### src/rtl/spi_cmd_pkg.sv
package spi_cmd_pkg;
  localparam int CNT_W      = 4;
  localparam int BYTE_IDX_W = CNT_W + 1;
  localparam int DIV_SEL_W  = 2;
  localparam int WORD_W     = 32;

  localparam logic [3:0] OFS_CTRL = 4'h0;
  localparam logic [3:0] OFS_CMD  = 4'h4;
  localparam logic [3:0] OFS_DATA = 4'h8;

  localparam int START_BIT = 8;
  localparam int BUSY_BIT  = 16;
  localparam int DIV_LSB   = 24;

  // Byte k of the outgoing stream; positions at or past the transmit count are zero.
  function automatic logic [7:0] tx_byte_pick(input logic [WORD_W-1:0] cmd_word,
                                               input logic [WORD_W-1:0] data_word,
                                               input logic [BYTE_IDX_W-1:0] idx,
                                               input logic [CNT_W-1:0] tx_cnt);
    logic [7:0] b;
    b = 8'h00;
    if (idx < {1'b0, tx_cnt}) begin
      case (idx)
        5'd0: b = cmd_word[7:0];
        5'd1: b = cmd_word[31:24];
        5'd2: b = cmd_word[23:16];
        5'd3: b = cmd_word[15:8];
        5'd4: b = data_word[7:0];
        5'd5: b = data_word[15:8];
        5'd6: b = data_word[23:16];
        5'd7: b = data_word[31:24];
        default: b = 8'h00;
      endcase
    end
    return b;
  endfunction
endpackage

### src/rtl/spi_sck_div.sv
module spi_sck_div #(
  parameter int DIV_SEL_W = spi_cmd_pkg::DIV_SEL_W
) (
  input  logic                 clk,
  input  logic                 rst,
  input  logic                 run,
  input  logic [DIV_SEL_W-1:0] div_sel,
  output logic                 tick
);
  localparam int CW = (1 << DIV_SEL_W) - 1;

  logic [CW-1:0] cnt_q;
  logic [CW-1:0] half_m1;

  always_comb begin
    half_m1 = CW'((32'd1 << div_sel) - 32'd1);
    tick    = run && (cnt_q == half_m1);
  end

  always_ff @(posedge clk) begin
    if (rst || !run || tick) cnt_q <= '0;
    else                     cnt_q <= cnt_q + 1'b1;
  end
endmodule

### src/rtl/spi_bit_shifter.sv
module spi_bit_shifter #(
  parameter int BITS = 8
) (
  input  logic            clk,
  input  logic            rst,
  input  logic            load,
  input  logic [BITS-1:0] load_byte,
  input  logic            shift,
  input  logic            rise,
  input  logic            miso,
  output logic            mosi,
  output logic [BITS-1:0] rx_byte
);
  logic [BITS-1:0] tx_q;
  logic [BITS-1:0] rx_q;

  always_ff @(posedge clk) begin
    if (rst) begin
      tx_q <= '0;
      rx_q <= '0;
    end else begin
      if (load)       tx_q <= load_byte;
      else if (shift) tx_q <= {tx_q[BITS-2:0], 1'b0};
      if (rise)       rx_q <= {rx_q[BITS-2:0], miso};
    end
  end

  assign mosi    = tx_q[BITS-1];
  assign rx_byte = rx_q;
endmodule

### src/rtl/spi_cmd_seq.sv
module spi_cmd_seq #(
  parameter int CNT_W = spi_cmd_pkg::CNT_W
) (
  input  logic             clk,
  input  logic             rst,
  input  logic             go,
  input  logic [CNT_W-1:0] tx_cnt,
  input  logic [CNT_W-1:0] rx_cnt,
  input  logic             tick,
  output logic             active,
  output logic             sck,
  output logic             cs_n,
  output logic             busy,
  output logic             done,
  output logic             rise,
  output logic             shift,
  output logic             load,
  output logic [CNT_W:0]   load_idx,
  output logic             rx_store,
  output logic [1:0]       rx_slot
);
  localparam int BW = CNT_W + 1;

  logic          active_q, sck_q, cs_n_q, busy_q, fin_q;
  logic [2:0]    bit_q;
  logic [BW-1:0] byte_q;
  logic [BW-1:0] total;
  logic [BW-1:0] rx_off;
  logic          fall, last_bit, last_byte;

  always_comb begin
    total     = {1'b0, tx_cnt} + {1'b0, rx_cnt};
    fall      = tick && active_q && sck_q;
    rise      = tick && active_q && !sck_q;
    last_bit  = (bit_q == 3'd7);
    last_byte = (byte_q == total - 1'b1);
    rx_off    = byte_q - {1'b0, tx_cnt};
    shift     = fall && !last_bit;
    load      = go || (fall && last_bit);
    load_idx  = go ? '0 : byte_q + 1'b1;
    rx_store  = fall && last_bit && (byte_q >= {1'b0, tx_cnt}) && (rx_off < BW'(4));
    rx_slot   = rx_off[1:0];
  end

  always_ff @(posedge clk) begin
    if (rst) begin
      active_q <= 1'b0;
      sck_q    <= 1'b0;
      cs_n_q   <= 1'b1;
      busy_q   <= 1'b0;
      fin_q    <= 1'b0;
      bit_q    <= '0;
      byte_q   <= '0;
    end else begin
      fin_q <= 1'b0;
      if (go) begin
        active_q <= 1'b1;
        cs_n_q   <= 1'b0;
        sck_q    <= 1'b0;
        busy_q   <= 1'b1;
        bit_q    <= '0;
        byte_q   <= '0;
      end else if (fin_q) begin
        busy_q <= 1'b0;
      end else if (rise) begin
        sck_q <= 1'b1;
      end else if (fall) begin
        sck_q <= 1'b0;
        if (last_bit) begin
          bit_q <= '0;
          if (last_byte) begin
            active_q <= 1'b0;
            cs_n_q   <= 1'b1;
            fin_q    <= 1'b1;
          end else begin
            byte_q <= byte_q + 1'b1;
          end
        end else begin
          bit_q <= bit_q + 1'b1;
        end
      end
    end
  end

  assign active = active_q;
  assign sck    = sck_q;
  assign cs_n   = cs_n_q;
  assign busy   = busy_q;
  assign done   = fin_q;
endmodule

### src/rtl/spi_cmd_engine.sv
module spi_cmd_engine
  import spi_cmd_pkg::*;
#(
  parameter int ADDR_W    = 4,
  parameter int CNT_W_P   = CNT_W,
  parameter int DIV_W_P   = DIV_SEL_W
) (
  input  logic              clk,
  input  logic              rst,
  input  logic              reg_wr,
  input  logic              reg_rd,
  input  logic [ADDR_W-1:0] reg_addr,
  input  logic [31:0]       reg_wdata,
  output logic [31:0]       reg_rdata,
  output logic              spi_cs_n,
  output logic              spi_sck,
  output logic              spi_mosi,
  input  logic              spi_miso
);
  localparam int BW = CNT_W_P + 1;

  logic [CNT_W_P-1:0] tx_cnt_q, rx_cnt_q;
  logic [DIV_W_P-1:0] div_q;
  logic [31:0]        cmd_q, data_q, acc_q, rdata_q, ctrl_view;

  logic          seq_active, seq_busy, seq_done, seq_rise, seq_shift, seq_load;
  logic          seq_store, tick;
  logic [1:0]    seq_slot;
  logic [BW-1:0] seq_idx;
  logic [7:0]    rx_byte, load_byte;
  logic          wr_ctrl, wr_cmd, wr_data, go;
  logic [CNT_W_P-1:0] new_tx, new_rx, pick_tx;

  always_comb begin
    new_tx  = reg_wdata[CNT_W_P-1:0];
    new_rx  = reg_wdata[2*CNT_W_P-1:CNT_W_P];
    wr_ctrl = reg_wr && !seq_busy && (reg_addr == ADDR_W'(OFS_CTRL));
    wr_cmd  = reg_wr && !seq_busy && (reg_addr == ADDR_W'(OFS_CMD));
    wr_data = reg_wr && !seq_busy && (reg_addr == ADDR_W'(OFS_DATA));
    go      = wr_ctrl && reg_wdata[START_BIT] && (({1'b0, new_tx} + {1'b0, new_rx}) != '0);
    pick_tx = go ? new_tx : tx_cnt_q;
    load_byte = tx_byte_pick(cmd_q, data_q, seq_idx, pick_tx);
  end

  spi_sck_div #(.DIV_SEL_W(DIV_W_P)) u_div (
    .clk(clk), .rst(rst), .run(seq_active), .div_sel(div_q), .tick(tick)
  );

  spi_cmd_seq #(.CNT_W(CNT_W_P)) u_seq (
    .clk(clk), .rst(rst), .go(go), .tx_cnt(tx_cnt_q), .rx_cnt(rx_cnt_q),
    .tick(tick), .active(seq_active), .sck(spi_sck), .cs_n(spi_cs_n),
    .busy(seq_busy), .done(seq_done), .rise(seq_rise), .shift(seq_shift),
    .load(seq_load), .load_idx(seq_idx), .rx_store(seq_store), .rx_slot(seq_slot)
  );

  spi_bit_shifter #(.BITS(8)) u_shift (
    .clk(clk), .rst(rst), .load(seq_load), .load_byte(load_byte),
    .shift(seq_shift), .rise(seq_rise), .miso(spi_miso),
    .mosi(spi_mosi), .rx_byte(rx_byte)
  );

  always_ff @(posedge clk) begin
    if (rst) begin
      tx_cnt_q <= '0;
      rx_cnt_q <= '0;
      div_q    <= '0;
      cmd_q    <= '0;
      data_q   <= '0;
      acc_q    <= '0;
    end else begin
      if (wr_ctrl) begin
        tx_cnt_q <= new_tx;
        rx_cnt_q <= new_rx;
        div_q    <= reg_wdata[DIV_LSB +: DIV_W_P];
      end
      if (wr_cmd) cmd_q <= reg_wdata;
      if (go)             acc_q <= '0;
      else if (seq_store) acc_q[8*seq_slot +: 8] <= rx_byte;
      if (wr_data)                                data_q <= reg_wdata;
      else if (seq_done && (rx_cnt_q != '0))      data_q <= acc_q;
    end
  end

  always_comb begin
    ctrl_view = '0;
    ctrl_view[CNT_W_P-1:0]         = tx_cnt_q;
    ctrl_view[2*CNT_W_P-1:CNT_W_P] = rx_cnt_q;
    ctrl_view[BUSY_BIT]            = seq_busy;
    ctrl_view[DIV_LSB +: DIV_W_P]  = div_q;
  end

  always_ff @(posedge clk) begin
    if (rst) rdata_q <= '0;
    else if (reg_rd) begin
      if (reg_addr == ADDR_W'(OFS_CTRL))      rdata_q <= ctrl_view;
      else if (reg_addr == ADDR_W'(OFS_CMD))  rdata_q <= cmd_q;
      else if (reg_addr == ADDR_W'(OFS_DATA)) rdata_q <= data_q;
      else                                    rdata_q <= '0;
    end
  end

  assign reg_rdata = rdata_q;
endmodule

### config.mk
export PLATFORM = sky130hd
export DESIGN_NAME = spi_cmd_engine
export DESIGN_NICKNAME = d
export VERILOG_FILES = /design/src/rtl/spi_cmd_pkg.sv /design/src/rtl/spi_sck_div.sv /design/src/rtl/spi_bit_shifter.sv /design/src/rtl/spi_cmd_seq.sv /design/src/rtl/spi_cmd_engine.sv
export SDC_FILE = /design/constraint.sdc
export NUM_CORES = 1
export LEC_CHECK = 0
export ABC_AREA = 1
export BUFFER_PORTS_ARGS = -buffer_cell sky130_fd_sc_hd__buf_4
export CORE_MARGIN = 2
export CORE_UTILIZATION = 54
export DETAILED_ROUTE_END_ITERATION = 12
export MAX_ROUTING_LAYER = met4
export PLACE_DENSITY_LB_ADDON = 0.2
export SLEW_MARGIN = 30
export SYNTH_ARGS = -nofsm -noshare
export SYNTH_HDL_FRONTEND = slang
export SYNTH_SLANG_ARGS = --single-unit
### constraint.sdc
create_clock -name clk -period 2.6 [get_ports clk]
set_input_delay 0.26 -clock clk [delete_from_list [all_inputs] [get_ports clk]]
set_output_delay 0.26 -clock clk [all_outputs]
set_load 0.05 [all_outputs]
==> impl_metrics.py <==
metrics = {
    "place": {
        "gp_congestion": 0.9347,
        "place_ws_ns": -0.03601,
        "io_buffers": 75,
        "place_area_sq_um": 9484,
        "dp_hpwl_mm": 18.88,
        "dp.cells": 1482,
    },
    "critical_path": {
        "r2r-end": "u_seq.byte_q[4]$_SDFFE_PP0P_",
        "cp_common_cell": "inv_1",
        "slowest_stage": "fa_1",
        "cp_max_fo": 6,
        "cp-start-kind": "flop",
        "endpoint_kind": "flop",
        "r2r_start": "rx_cnt_q[1]$_SDFFE_PP0N_",
        "r2r_slack_ns": 0.12,
        "cp_data_arrival_time_ns": 2.80,
        "worstRegToRegCells": 13,
        "cp_data_required_time_ns": 2.92,
        "path_class": "reg2reg",
        "crit_chain": "inv_1, ha_1, inv_1, ha_1, inv_1, fa_1, xnor2_1, nor3_2, nand2_1, nand2_1, inv_1, o21ai_0, a21oi_1",
        "slowest_delay_ns": 0.43,
    },
    "die": {
        "core_area_sq_um": 15770,
        "die_width_um": 130.5,
        "dieArea_sq_um": 17020,
        "fp-row-count": 46,
        "top_level_ports": 76,
        "start_util_pct": 54.75,
        "die_height_um": 130.5,
    },
    "yosys": {
        "synth_warnings": 0,
        "synthesis.instances": 1220,
        "yosysTopAreaCell": "dfxtp_1",
        "ys_seq_area_share_pct": 39.41,
        "synthSimpleGateAreaFrac_pct": 23.33,
        "synth_area_per_cell_sq_um": 7.077,
        "yosys-top-cells-area": "dfxtp_1 39%, nand2_1 12%, o21ai_0 9.0%",
        "synthAdderAreaFrac_pct": 4.463,
        "synth.distinct_cells": 42,
        "yosys_register_bits": 170,
        "synth_top_area_share_pct": 39.41,
        "synthXorXnorAreaFrac_pct": 1.101,
        "muxShareOfSynthArea_pct": 0,
        "synth_compound_area_share_pct": 22.26,
        "syn_area_sq_um": 8635,
        "syn-num-nets": 1290,
        "synth_top_family_by_area": "simple AND/OR/NAND/NOR gates",
    },
    "detailed_routing": {
        "dr_total_vias": 8355,
        "drtIter0Drc": 830,
        "ant_nets": 0,
        "wl_per_cell_um": 17.09,
        "drcViolationCount": 0,
        "dr.pass1.iters": 5,
        "wl_mm": 25.87,
        "vias_per_cell": 5.518,
    },
    "sta": {
        "setup_ws_ns": 0.1174,
        "tightest_slew_ns": 0.6873,
        "skew_ns": 0.008940,
        "totalNegativeSetupSlack_ns": 0,
        "max_clock_freq_ghz": 0.4028,
        "finalMaxSlewViolations": 0,
        "post-route-min-period_ns": 2.483,
        "post-route-period-util_pct": 95.49,
        "maxSlewHeadroom_pct": 54.13,
        "setup_violations": 0,
        "hold_viol": 0,
    },
    "global_routing": {
        "grt_antenna_before_repair": 0,
        "track_usage_pct": 32.27,
        "use_met1_pct": 43.57,
        "gr-max-usage-layer": "met2",
        "grt_pass1_vias": 7721,
        "overflow": 0,
        "met2_usage_pct": 48.63,
        "met3_usage_pct": 6.555,
        "grt_pass1_wl_mm": 40.76,
        "grt_max_degree": 65,
    },
    "cts": {
        "clock_sinks": 170,
        "numCtsBuffers": 17,
        "cts_buffer_depth": 2,
        "clock_latency_ns": 0.43,
        "clk_pin_slew_ns": 0.07,
        "cts_tree": "done",
        "cts_setup_buffers": 0,
        "cts.htree.levels": 4,
        "cts-root-buf": "clkbuf_16",
    },
    "power_and_ir_drop": {
        "power.total_uw": 5559,
        "peakVddDrop_mv": 0.4583,
        "leakagePower_uw": 0.004189,
        "powerDensity_nw_per_um2": 552.7,
    },
    "final_layout": {
        "fillers": 1548,
        "drive_gt1_share_pct": 14.71,
        "areaGrowthSynthToFinish_pct": 16.48,
        "n_antenna_cell": 0,
        "fin_cells": 1514,
        "nets": 1355,
        "layout_commonest_cell": "nand2_1",
        "stdcell_area_sq_um": 10060,
        "layout_common_cells": "278 x nand2_1, 169 x dfxtp_1, 154 x o21ai_0, 124 x inv_1, 118 x a21oi_1",
    },
    "min_path": {
        "hp-start": "reg_wdata[19]",
        "min_path_cells": 3,
        "whs_endpoint": "data_q[19]$_SDFFE_PP0P_",
        "hold_class": "in2reg",
    },
    "status": {
        "outcome": "finished clean",
    },
    "flow_run": {
        "timing.max_cap.violations": 0,
    },
}
metrics by stage:
step,utilization [%],hold WS (ns)
6_report,63.77,0.08685
5_1_grt,63.77,0.07978
4_1_cts,63.73,0.07974
3_5_place_dp,60.14,0.4355
3_3_place_gp,60.14,0.4314
2_1_floorplan,-,0.4011
cells in the mapped netlist, drive strengths merged:
| cell | instances |
|---|---|
| o21ai | 193 |
| nand3 | 30 |
| nand3b | 2 |
| clkinv | 1 |
| fa | 3 |
| buf | 16 |
| o211a | 1 |
| a31oi | 10 |
| nor4 | 1 |
| o41ai | 1 |
| nor3 | 1 |
| xnor2 | 5 |
| o221ai | 1 |
| nor2 | 108 |
| dfxtp | 170 |
| ha | 26 |
| nand4 | 28 |
| inv | 130 |
| clkbuf | 51 |
| a221oi | 1 |
| nand2 | 283 |
| o31ai | 10 |
| nor3b | 4 |
| xor2 | 5 |
| a21oi | 127 |
| o21a | 6 |
| o22ai | 6 |
state kept, by name, summed over array words and instances (netlist names):
register / cells
acc_q: 32
cmd_q: 32
data_q: 32
reg_rdata: 32
u_shift.rx_byte: 8
u_shift.tx_q: 8
u_seq.byte_q: 5
rx_cnt_q: 4
tx_cnt_q: 4
u_div.cnt_q: 3
u_seq.bit_q: 3
div_q: 2
u_seq.active: 1
u_seq.busy: 1
u_seq.cs_n: 1
u_seq.done: 1
u_seq.sck: 1
layer usage:
metal	share of wire [%]	vias up
met1	45	3867
met5	0	-
met3	7.5	52
met4	2.4	0
li1	-	4143
met2	45	293
layout make-up:
cell class	instances	area [sq um]	share of cell area (%)
clock inverters	14	137.6	1.369
inverters	131	496.7	4.939
well taps	216	270.3	2.687
repair buffers	113	873.3	8.684
clock buffers	18	429.2	4.267
multi-input cells	852	4446	44.20
flip-flops and latches	170	3405	33.85
kinds of logic after synthesis:
logic type	after synthesis
and+or+nand+nor	457
buffers and inverters	198
adders and majority gates	29
DFF	170
AOI/OAI and AO/OA	356
xor gates and xnor gates	10
worst max-delay path, delay by kind of cell, from the launching register on:
family                   cells  cell delay [ns]
AND/OR/NAND/NOR              3             0.40
AO/OA/AOI/OAI                2             0.22
adder cells (fa/ha/maj)      3             0.91
buffers and inverters        4             0.31
XOR/XNOR                     1             0.17
flip-flops                   1             0.35
power by group:
part           switching, uW  total [uW]  internal [uW]
Clock                   1120        2470           1340
Combinational            276         423            147
Sequential              30.3        2670           2640
Total                   1430        5560           4130
repair_timing:
action	in CTS	in global routing
resized for setup	0	2
endpoints found under the hold margin	0	0
endpoints found under the setup margin	0	5
hold buffers	0	0
worst max path at each step:
stage	start	endpoint	slack, ns
after floorplan	reg_wdata[0]	u_shift.tx_q[1]$_SDFFE_PP0P_	-0.004
after global placement	reg_wdata[0]	u_shift.tx_q[1]$_SDFFE_PP0P_	-0.02
after detailed placement	reg_wdata[0]	u_shift.tx_q[4]$_SDFFE_PP0P_	-0.04
after CTS	rx_cnt_q[1]$_SDFFE_PP0N_	u_seq.byte_q[4]$_SDFFE_PP0P_	0.06
after global routing	tx_cnt_q[0]$_SDFFE_PP0N_	u_seq.byte_q[1]$_SDFFE_PP0P_	-0.05
final	rx_cnt_q[1]$_SDFFE_PP0N_	u_seq.byte_q[4]$_SDFFE_PP0P_	0.12
No activity file was read; power rests on OpenSTA's default activity.
